--- src/rtl/fsr_pkg.sv ---
package fsr_pkg;

   // Positions of the three serial inputs inside the synchroniser vector
   localparam int unsigned IDX_BCLK = 0;
   localparam int unsigned IDX_SYNC = 1;
   localparam int unsigned IDX_DATA = 2;
   localparam int unsigned N_SER    = 3;

   // Integer divide rounded to nearest
   function automatic int unsigned round_div(input int unsigned num, input int unsigned den);
      return (num + den / 2) / den;
   endfunction

   // Largest left shift produced by an exponent field of the given width
   function automatic int unsigned max_shift(input int unsigned exp_w);
      return (1 << exp_w) - 2;
   endfunction

endpackage

--- src/rtl/fsr_sync.sv ---
module fsr_sync #(
   parameter int unsigned W      = 1,
   parameter int unsigned STAGES = 2
) (
   input  logic         clk,
   input  logic         rst_n,
   input  logic [W-1:0] d_i,
   output logic [W-1:0] q_o
);

   generate
      if (STAGES < 2) begin : g_bad_stages
         $error("fsr_sync: STAGES must be at least 2");
      end
      if (W < 1) begin : g_bad_width
         $error("fsr_sync: W must be at least 1");
      end
   endgenerate

   logic [STAGES-1:0][W-1:0] pipe;

   always_ff @(posedge clk or negedge rst_n) begin
      if (!rst_n) begin
         pipe <= '0;
      end else begin
         pipe <= {pipe[STAGES-2:0], d_i};
      end
   end

   assign q_o = pipe[STAGES-1];

endmodule

--- src/rtl/fsr_clkdiv.sv ---
module fsr_clkdiv #(
   parameter int unsigned DIV = 14
) (
   input  logic clk,
   input  logic rst_n,
   output logic mclk_o
);

   localparam int unsigned HI_CYC = (DIV + 1) / 2;
   localparam int unsigned LO_CYC = DIV / 2;
   localparam int unsigned CW     = $clog2(HI_CYC + 1);

   generate
      if (DIV < 2) begin : g_bad_div
         $error("fsr_clkdiv: DIV must be at least 2");
      end
   endgenerate

   logic [CW-1:0] ph_q;
   logic          mclk_q;
   logic [CW-1:0] ph_last;

   // Odd divisors give the extra cycle to the high phase
   assign ph_last = mclk_q ? CW'(HI_CYC - 1) : CW'(LO_CYC - 1);

   always_ff @(posedge clk or negedge rst_n) begin
      if (!rst_n) begin
         ph_q   <= '0;
         mclk_q <= 1'b0;
      end else if (ph_q == ph_last) begin
         ph_q   <= '0;
         mclk_q <= ~mclk_q;
      end else begin
         ph_q   <= ph_q + CW'(1);
      end
   end

   assign mclk_o = mclk_q;

endmodule

--- src/rtl/fsr_deser.sv ---
module fsr_deser #(
   parameter int unsigned FRAME_BITS = 18,
   parameter int unsigned WORD_W     = 13
) (
   input  logic              clk,
   input  logic              rst_n,
   input  logic              bclk_s,
   input  logic              sync_s,
   input  logic              data_s,
   output logic [WORD_W-1:0] word_o,
   output logic              word_stb_o
);

   localparam int unsigned CW      = $clog2(FRAME_BITS + 2);
   localparam logic [CW-1:0] C_SAT = CW'(FRAME_BITS + 1);
   localparam logic [CW-1:0] C_FULL = CW'(FRAME_BITS);

   generate
      if (WORD_W >= FRAME_BITS) begin : g_bad_frame
         $error("fsr_deser: FRAME_BITS must exceed WORD_W");
      end
   endgenerate

   logic              bclk_d, sync_d;
   logic              bit_rise, frame_end;
   logic [CW-1:0]     cnt_q;
   logic [WORD_W-1:0] shift_q;

   assign bit_rise  = bclk_s & ~bclk_d;
   assign frame_end = sync_s ^ sync_d;

   always_ff @(posedge clk or negedge rst_n) begin
      if (!rst_n) begin
         bclk_d     <= 1'b0;
         sync_d     <= 1'b0;
         cnt_q      <= '0;
         shift_q    <= '0;
         word_o     <= '0;
         word_stb_o <= 1'b0;
      end else begin
         bclk_d     <= bclk_s;
         sync_d     <= sync_s;
         word_stb_o <= 1'b0;
         if (frame_end) begin
            cnt_q <= '0;
            if (cnt_q == C_FULL) begin
               word_o     <= shift_q;
               word_stb_o <= 1'b1;
            end
         end else if (bit_rise) begin
            // least significant first: newest bit enters at the top
            shift_q <= {data_s, shift_q[WORD_W-1:1]};
            if (cnt_q != C_SAT) begin
               cnt_q <= cnt_q + CW'(1);
            end
         end
      end
   end

endmodule

--- src/rtl/fsr_fp_decode.sv ---
module fsr_fp_decode #(
   parameter int unsigned MANT_W = 10,
   parameter int unsigned EXP_W  = 3,
   parameter int unsigned OUT_W  = 16
) (
   input  logic [MANT_W+EXP_W-1:0] code_i,
   output logic [OUT_W-1:0]        value_o
);

   generate
      if (OUT_W < MANT_W + fsr_pkg::max_shift(EXP_W)) begin : g_bad_out
         $error("fsr_fp_decode: OUT_W too narrow for the largest shift");
      end
      if (MANT_W < 2) begin : g_bad_mant
         $error("fsr_fp_decode: MANT_W must be at least 2");
      end
   endgenerate

   logic        [MANT_W-1:0] mant;
   logic        [EXP_W-1:0]  expo;
   logic        [EXP_W-1:0]  shamt;
   logic signed [MANT_W-1:0] mant_s;
   logic signed [OUT_W-1:0]  ext;

   assign mant  = code_i[MANT_W-1:0];
   assign expo  = code_i[MANT_W +: EXP_W];
   assign shamt = expo - EXP_W'(1);

   always_comb begin
      // offset binary to two's complement: flip the top bit
      mant_s  = {~mant[MANT_W-1], mant[MANT_W-2:0]};
      ext     = OUT_W'(mant_s);
      value_o = (expo == '0) ? '0 : OUT_W'(ext <<< shamt);
   end

endmodule

--- src/rtl/fsr_sample_rx.sv ---
module fsr_sample_rx #(
   parameter int unsigned SYS_HZ      = 50_000_000,
   parameter int unsigned MCLK_HZ     = 3_580_000,
   parameter int unsigned SYNC_STAGES = 2,
   parameter int unsigned FRAME_BITS  = 18,
   parameter int unsigned PAD_BITS    = 5,
   parameter int unsigned MANT_W      = 10,
   parameter int unsigned EXP_W       = 3,
   parameter int unsigned OUT_W       = 16
) (
   input  logic             clk,
   input  logic             rst_n,
   input  logic             bclk_i,
   input  logic             sync_i,
   input  logic             sdata_i,
   output logic             mclk_o,
   output logic [OUT_W-1:0] sample_o,
   output logic             sample_vld_o
);

   localparam int unsigned WORD_W = MANT_W + EXP_W;
   localparam int unsigned DIV    = fsr_pkg::round_div(SYS_HZ, MCLK_HZ);
   localparam int unsigned HI_CYC = (DIV + 1) / 2;
   localparam int unsigned LO_CYC = DIV / 2;

   generate
      if (PAD_BITS + WORD_W != FRAME_BITS) begin : g_bad_layout
         $error("fsr_sample_rx: PAD_BITS + MANT_W + EXP_W must equal FRAME_BITS");
      end
      if (MCLK_HZ == 0 || MCLK_HZ > SYS_HZ / 2) begin : g_bad_clk
         $error("fsr_sample_rx: MCLK_HZ out of range");
      end
   endgenerate

   logic [fsr_pkg::N_SER-1:0] ser_raw, ser_s;
   logic [WORD_W-1:0]         frame_word;
   logic                      frame_stb;
   logic [OUT_W-1:0]          dec_value;

   assign ser_raw[fsr_pkg::IDX_BCLK] = bclk_i;
   assign ser_raw[fsr_pkg::IDX_SYNC] = sync_i;
   assign ser_raw[fsr_pkg::IDX_DATA] = sdata_i;

   fsr_sync #(
      .W      (fsr_pkg::N_SER),
      .STAGES (SYNC_STAGES)
   ) u_sync (
      .clk   (clk),
      .rst_n (rst_n),
      .d_i   (ser_raw),
      .q_o   (ser_s)
   );

   fsr_clkdiv #(
      .DIV (DIV)
   ) u_clkdiv (
      .clk    (clk),
      .rst_n  (rst_n),
      .mclk_o (mclk_o)
   );

   fsr_deser #(
      .FRAME_BITS (FRAME_BITS),
      .WORD_W     (WORD_W)
   ) u_deser (
      .clk        (clk),
      .rst_n      (rst_n),
      .bclk_s     (ser_s[fsr_pkg::IDX_BCLK]),
      .sync_s     (ser_s[fsr_pkg::IDX_SYNC]),
      .data_s     (ser_s[fsr_pkg::IDX_DATA]),
      .word_o     (frame_word),
      .word_stb_o (frame_stb)
   );

   fsr_fp_decode #(
      .MANT_W (MANT_W),
      .EXP_W  (EXP_W),
      .OUT_W  (OUT_W)
   ) u_decode (
      .code_i  (frame_word),
      .value_o (dec_value)
   );

   always_ff @(posedge clk or negedge rst_n) begin
      if (!rst_n) begin
         sample_o     <= '0;
         sample_vld_o <= 1'b0;
      end else begin
         sample_vld_o <= frame_stb;
         if (frame_stb) begin
            sample_o <= dec_value;
         end
      end
   end

endmodule

--- config.mk ---
export PLATFORM = sky130hd
export DESIGN_NAME = fsr_sample_rx
export DESIGN_NICKNAME = d
export VERILOG_FILES = /design/src/rtl/fsr_pkg.sv /design/src/rtl/fsr_sync.sv /design/src/rtl/fsr_clkdiv.sv /design/src/rtl/fsr_deser.sv /design/src/rtl/fsr_fp_decode.sv /design/src/rtl/fsr_sample_rx.sv
export SDC_FILE = /design/constraint.sdc
export NUM_CORES = 1
export LEC_CHECK = 0
export CORE_MARGIN = 2
export CORE_UTILIZATION = 57
export CTS_CLUSTER_SIZE = 20
export DETAILED_ROUTE_END_ITERATION = 10
export PLACE_DENSITY = 0.76
export SLEW_MARGIN = 30
export SYNTH_ARGS = -nofsm -noshare
export SYNTH_HDL_FRONTEND = slang
export SYNTH_SLANG_ARGS = --single-unit
--- constraint.sdc ---
create_clock -name clk -period 2.9 [get_ports clk]
set_clock_uncertainty 0.15 [all_clocks]
set_input_delay 0.58 -clock clk [delete_from_list [all_inputs] [get_ports clk]]
set_output_delay 0.58 -clock clk [all_outputs]
set_load 0.1 [all_outputs]
Word-level counts from Yosys, hierarchy flattened. Index checks and enable logic that the tools add are counted.

$add $sub $neg: 3. Multiply operators: 0. Divide/modulo/power cells: 0. Magnitude comparators: 0. Equality and inequality tests: 3. Shifts and indexed selects: 1. Multiplexer cells: 7. Bitwise operators: 6. Reduce and logical (&&, ||, !) cells: 6.

Operators by type and width (count): 16-bit two-way mux (1); 10-bit by 3-bit <<< shifter with 16-bit output (1); 5-bit two-way mux (3); 2-bit AND reduction (3); 5-bit by 1-bit adder with 5-bit output (second input constant) (1); 5-bit == test (second input constant) (1); 5-bit != test (second input constant) (1); 1-bit inverter (4); 2-bit nonzero test (2); 3-bit by 1-bit adder with 3-bit output (second input constant) (1); 3-bit == test (second input constant) (1); 3-bit zero test (1); 3-bit two-way mux (1); 3-bit by 1-bit subtractor with 3-bit output (second input constant) (1); 1-bit two-way mux (2); 1-bit bitwise AND (1); 1-bit XOR (1).

Flip-flop bits (word level): 61. Bits in latches: 0. Bits in writable memories: 0. Memory bits (read-only): 0. Input bits: 5. Output and inout bits: 18. Word-level logic and storage cells: 38. Memories kept: 0.

Longest topological paths before layout.
Depth after elaboration: 4. Gate-level depth with buffers: 8.

Cells and area by module. Synthesis repeated with hierarchy kept, for this count alone.

Cell total of the unflattened synthesis: 204. Area, all modules: 2866.5 um2.

Modules (own cells, without submodules): fsr_deser (instances 1, cells an instance 92, area each 1422.6 um2, sequential area each 850.8 um2); fsr_sample_rx (instances 1, cells an instance 35, area each 674.4 um2, sequential area each 425.4 um2); fsr_fp_decode (instances 1, cells an instance 56, area each 444.2 um2, sequential area each 0.0 um2); fsr_sync (instances 1, cells an instance 9, area each 172.7 um2, sequential area each 150.1 um2); fsr_clkdiv (instances 1, cells an instance 12, area each 152.6 um2, sequential area each 100.1 um2).

Worst setup path before layout. OpenSTA, ideal clock, no wires.

Path type: register to register. From: register u_deser.word_o[10]. To: register sample_o[12]. Library setup time: 142 ps. Data arrival time: 1863 ps. Slack: 744 ps. Cell stages (with the launch flop): 9. Path buffers: 3. Cells stage by stage: dfrtp_1 -> buf_2 -> inv_2 -> ha_1 -> buf_2 -> buf_2 -> mux2_2 -> mux2i_1 -> o221ai_1.

Cells in the longest elaborated chain, start to end: 3. Elaborated cells between the ends (all ways): 4. Classes of those cells: 1 x add/sub; 1 x shift; 1 x mux; 1 x reduce/logical.

RTL lines: start, declared (RTL line fsr_deser.sv:10) `output logic [WORD_W-1:0] word_o,`; start signal, assigned (RTL line fsr_deser.sv:47) `word_o <= shift_q;`; 3-bit by 1-bit subtractor with 3-bit output (RTL line fsr_fp_decode.sv:27) `assign shamt = expo - EXP_W'(1);`; 10-bit by 3-bit <<< shifter with 16-bit output (RTL line fsr_fp_decode.sv:33) `value_o = (expo == '0) ? '0 : OUT_W'(ext <<< shamt);`; 16-bit two-way mux (*) (RTL line fsr_fp_decode.sv:33); end signal, assigned (RTL line fsr_sample_rx.sv:91) `sample_o <= dec_value;`; end, declared (RTL line fsr_sample_rx.sv:17) `output logic [OUT_W-1:0] sample_o,`.

Mark *: on every way between the ends. The rest lies on a longest branch, timed or not. A chain may end at the register's enable or synchronous reset.

Worst setup path after layout.
From: register u_deser.word_o[10]. To: register sample_o[6].

Same word-level chain as after synthesis.

==> results.cfg <==
[finish]
drive_gt1_share_pct = 32.8
layout.cells.non_filler = 305
final.fill_count = 332
multiInputGateArea_sq_um = 1130
nets = 242
antenna_cells_inserted = 0
synthToLayoutAreaGrowth_pct = 16.2
stdcell_area_sq_um = 3230
regArea_sq_um = 1530

[logic_synthesis]
syn-mean-instance-area_sq_um = 13.4
synth_top_area_cell = dfrtp_1
yosysUniqueCellTypes = 37
synthFlopType = dfrtp_1
synth_seq_cells = 61
synth.net_count = 217
post-synth-top-area-fraction_pct = 54.9
synth_warnings = 0
yosysSeqAreaShare_pct = 54.9
syn-instance-count = 208
number_of_enable_flip_flop_cells_after_synthesis = 0
synth.area.top_cells = dfrtp_1, mux2_4, mux2_2, o221ai_1, nand2b_1
asyncSetResetFlopFracSynth_pct = 100
netlist_area_sq_um = 2780

[global_route]
grt.overflow.total = 0
number_of_antenna_violations_at_the_first_check_in_global_routing = 0
grt_first_pass_wirelength_um = 8260
number_of_global_route_vias_before_repair = 1686
maximum_number_of_pins_on_one_net_before_global_route_repair = 35
aggregate_global_route_resource_usage_pct = 20.7

[worst_hold_path]
hold_path_class = in -> async

[timing]
max_freq_ghz = 0.384
rsz0062_at_grt = no
setup_tns_ps = 0
finalSetupViolations = 0
final-hold-violation-count = 0
postLayoutSetupSlackWorst_ps = 299
max-slew-margin-rel_pct = 42.6
period_needed_ps = 2600
finalCritPeriodShare_pct = 89.7
timing_max_transition_violations_final = 0
slew_of_the_pin_with_the_lowest_slew_margin_ps = 858

[critical_path]
worstRegToRegCells = 5
cp_data_required_time_ps = 2920
critical-path-slowest-cell = ha_1
setup.worst_path.start_class = flip-flop
crit_cells = 5
cp.buffers_inverters = 1
crit_fanout = 17
stage_delay_of_the_slowest_cell_on_the_critical_path_ps = 690
timing.rr.end = sample_o[6]
critical_path.top_delay_family = adder cells
timing.critical_path.arrival_ps = 2620
register_to_register_setup_slack_ps = 300
worstPathCellList = inv_2, ha_1, mux2_2, a21oi_1, o221ai_1
worst_r2r_startpoint = u_deser.word_o[10]
worst-setup-path-type = reg -> reg
worst_setup_path_end_kind = flip-flop

[drt]
drt_iter0_markers = 101
avgViaCountPerCell = 5.41
drt.antenna.violating_nets = 0
detail_route.wl_per_cell_um = 15.4
detail_route.first_pass.iterations = 4
route.final.wire_length_um = 4700
num_vias = 1650
drcViolationCount = 0

[job]
max-cap-violations = 0

[clocking]
clk_latency_ps = 340
root_buffer = clkbuf_8
post_cts_resize_count = 0
postCtsSetupRepairBufs = 0
clock-sinks = 61
clock_path_buffers = 2
numCtsBuffers = 9
htreeDepth = 3
cts.hold.buffers_added = 0
tritoncts = done
clkTransAtPathRegs_ps = 70

[power_and_ir_drop]
worst_voltage_drop_across_the_vdd_grid_uv = 338
cellLeakagePower_nw = 1.54
power.density_nw_per_um2 = 617

[place]
place.gp.congestion = 0.891
place_area_sq_um = 2990
post-place-cells = 289
place_worst_setup_slack_ps = 343
port_buffers = 22
dpl.hpwl_um = 3210

[floorplan]
io_pins = 23
dieArea_sq_um = 5460
die_y_um = 73.9
core.rowCount = 25
floorplan.initialDensity_pct = 58.9
core_area_sq_um = 4720
fp.dieW_um = 73.9

[status]
status = complete, no violations
## routing by layer
layer | wire length [um] | up-vias | global-route usage [%] | part of all wire [%]
li1 | - | 796 | - | -
met1 | 2310 | 815 | 28.7 | 49
met2 | 2140 | 29 | 29.6 | 46
met3 | 157 | 10 | 6.72 | 3.3
met4 | 91 | 0 | 9.49 | 1.9
met5 | 0 | - | 0 | 0
## how the worst max path moves through the flow
stage	to	start
finish	sample_o[6]	u_deser.word_o[10]
global route	sample_o[10]	u_deser.word_o[10]
CTS	sample_o[7]	u_deser.word_o[10]
detailed placement	sample_o[7]	u_deser.word_o[10]
global placement	sample_o[7]	u_deser.word_o[10]
floorplan	sample_o[12]	u_deser.word_o[10]
## kinds of logic after synthesis
logic type      Yosys count  share of synthesized area (%)
flops                    61                           54.9
xor+xnor                  3                           1.21
compound gates           33                           8.09
fa+ha+maj                 4                           1.80
buf+inv                  25                           4.68
mux                      45                           21.3
simple gates             37                           8.09
## metrics by stage
stage | hold slack (ps) | util (%) | total power [W]
2_1_floorplan | 134 | - | 0.00107
3_3_place_gp | 182 | 63.3 | 0.00111
3_5_place_dp | 186 | 63.3 | 0.00112
4_1_cts | 114 | 68.5 | 0.00202
5_1_grt | 156 | 68.5 | 0.00208
6_report | 107 | 68.5 | 0.00200
## final cells by class
cell class,count,share of cell area [%]
Multi-Input combinational cell,122,34.8
Clock inverter,3,2.01
Sequential cell,61,47.2
Timing Repair Buffer,24,6.11
Clock buffer,13,5.53
Tap cell,67,2.59
Inverter,15,1.74
## synthesized netlist by cell type, types with 2 or more instances
library cell,number
inv_1,14
mux2_2,17
a21oi_1,7
nand2_1,5
nor2_1,3
mux4_2,2
o221ai_1,11
o22ai_1,4
buf_2,4
ha_1,4
buf_6,2
o21ai_0,7
clkbuf_1,3
mux2_4,19
nor3b_1,2
dfrtp_1,61
or3_1,4
mux2i_1,7
nand2b_1,13
nand3_1,2
## sequential cells by signal, summed over array words and instances (netlist names)
register / flops
u_deser.bclk_d: 1
u_deser.shift_q: 13
u_deser.word_o: 13
sample_o: 16
u_deser.word_stb_o: 1
u_deser.sync_d: 1
u_clkdiv.ph_q: 3
u_sync.pipe: 3
u_clkdiv.mclk_o: 1
u_sync.q_o: 3
u_deser.cnt_q: 5
sample_vld_o: 1
## placed cells by master, fill, tap and decap left out, types with 2 or more instances in the layout
master / n
clkdlybuf4s50_1: 3
nand3_1: 2
inv_1: 14
bufinv_16: 2
mux2i_1: 7
ha_1: 4
nand2_1: 5
a21oi_1: 7
o21ai_0: 7
mux4_2: 2
dfrtp_1: 61
mux2_2: 17
o221ai_1: 11
or3_1: 4
buf_4: 19
nand2b_1: 13
mux2_4: 19
clkbuf_8: 13
o22ai_1: 4
nor3b_1: 2
nor2_1: 3
## where the power goes
part | internal (W) | leakage [nW] | total, W | switching, W
registers | 0.000916 | 0.816 | 0.000972 | 0.0000567
clock network | 0.000576 | 0.126 | 0.000892 | 0.000316
logic | 0.0000897 | 0.602 | 0.000131 | 0.0000416
No activity file was read; power rests on OpenSTA's default activity.
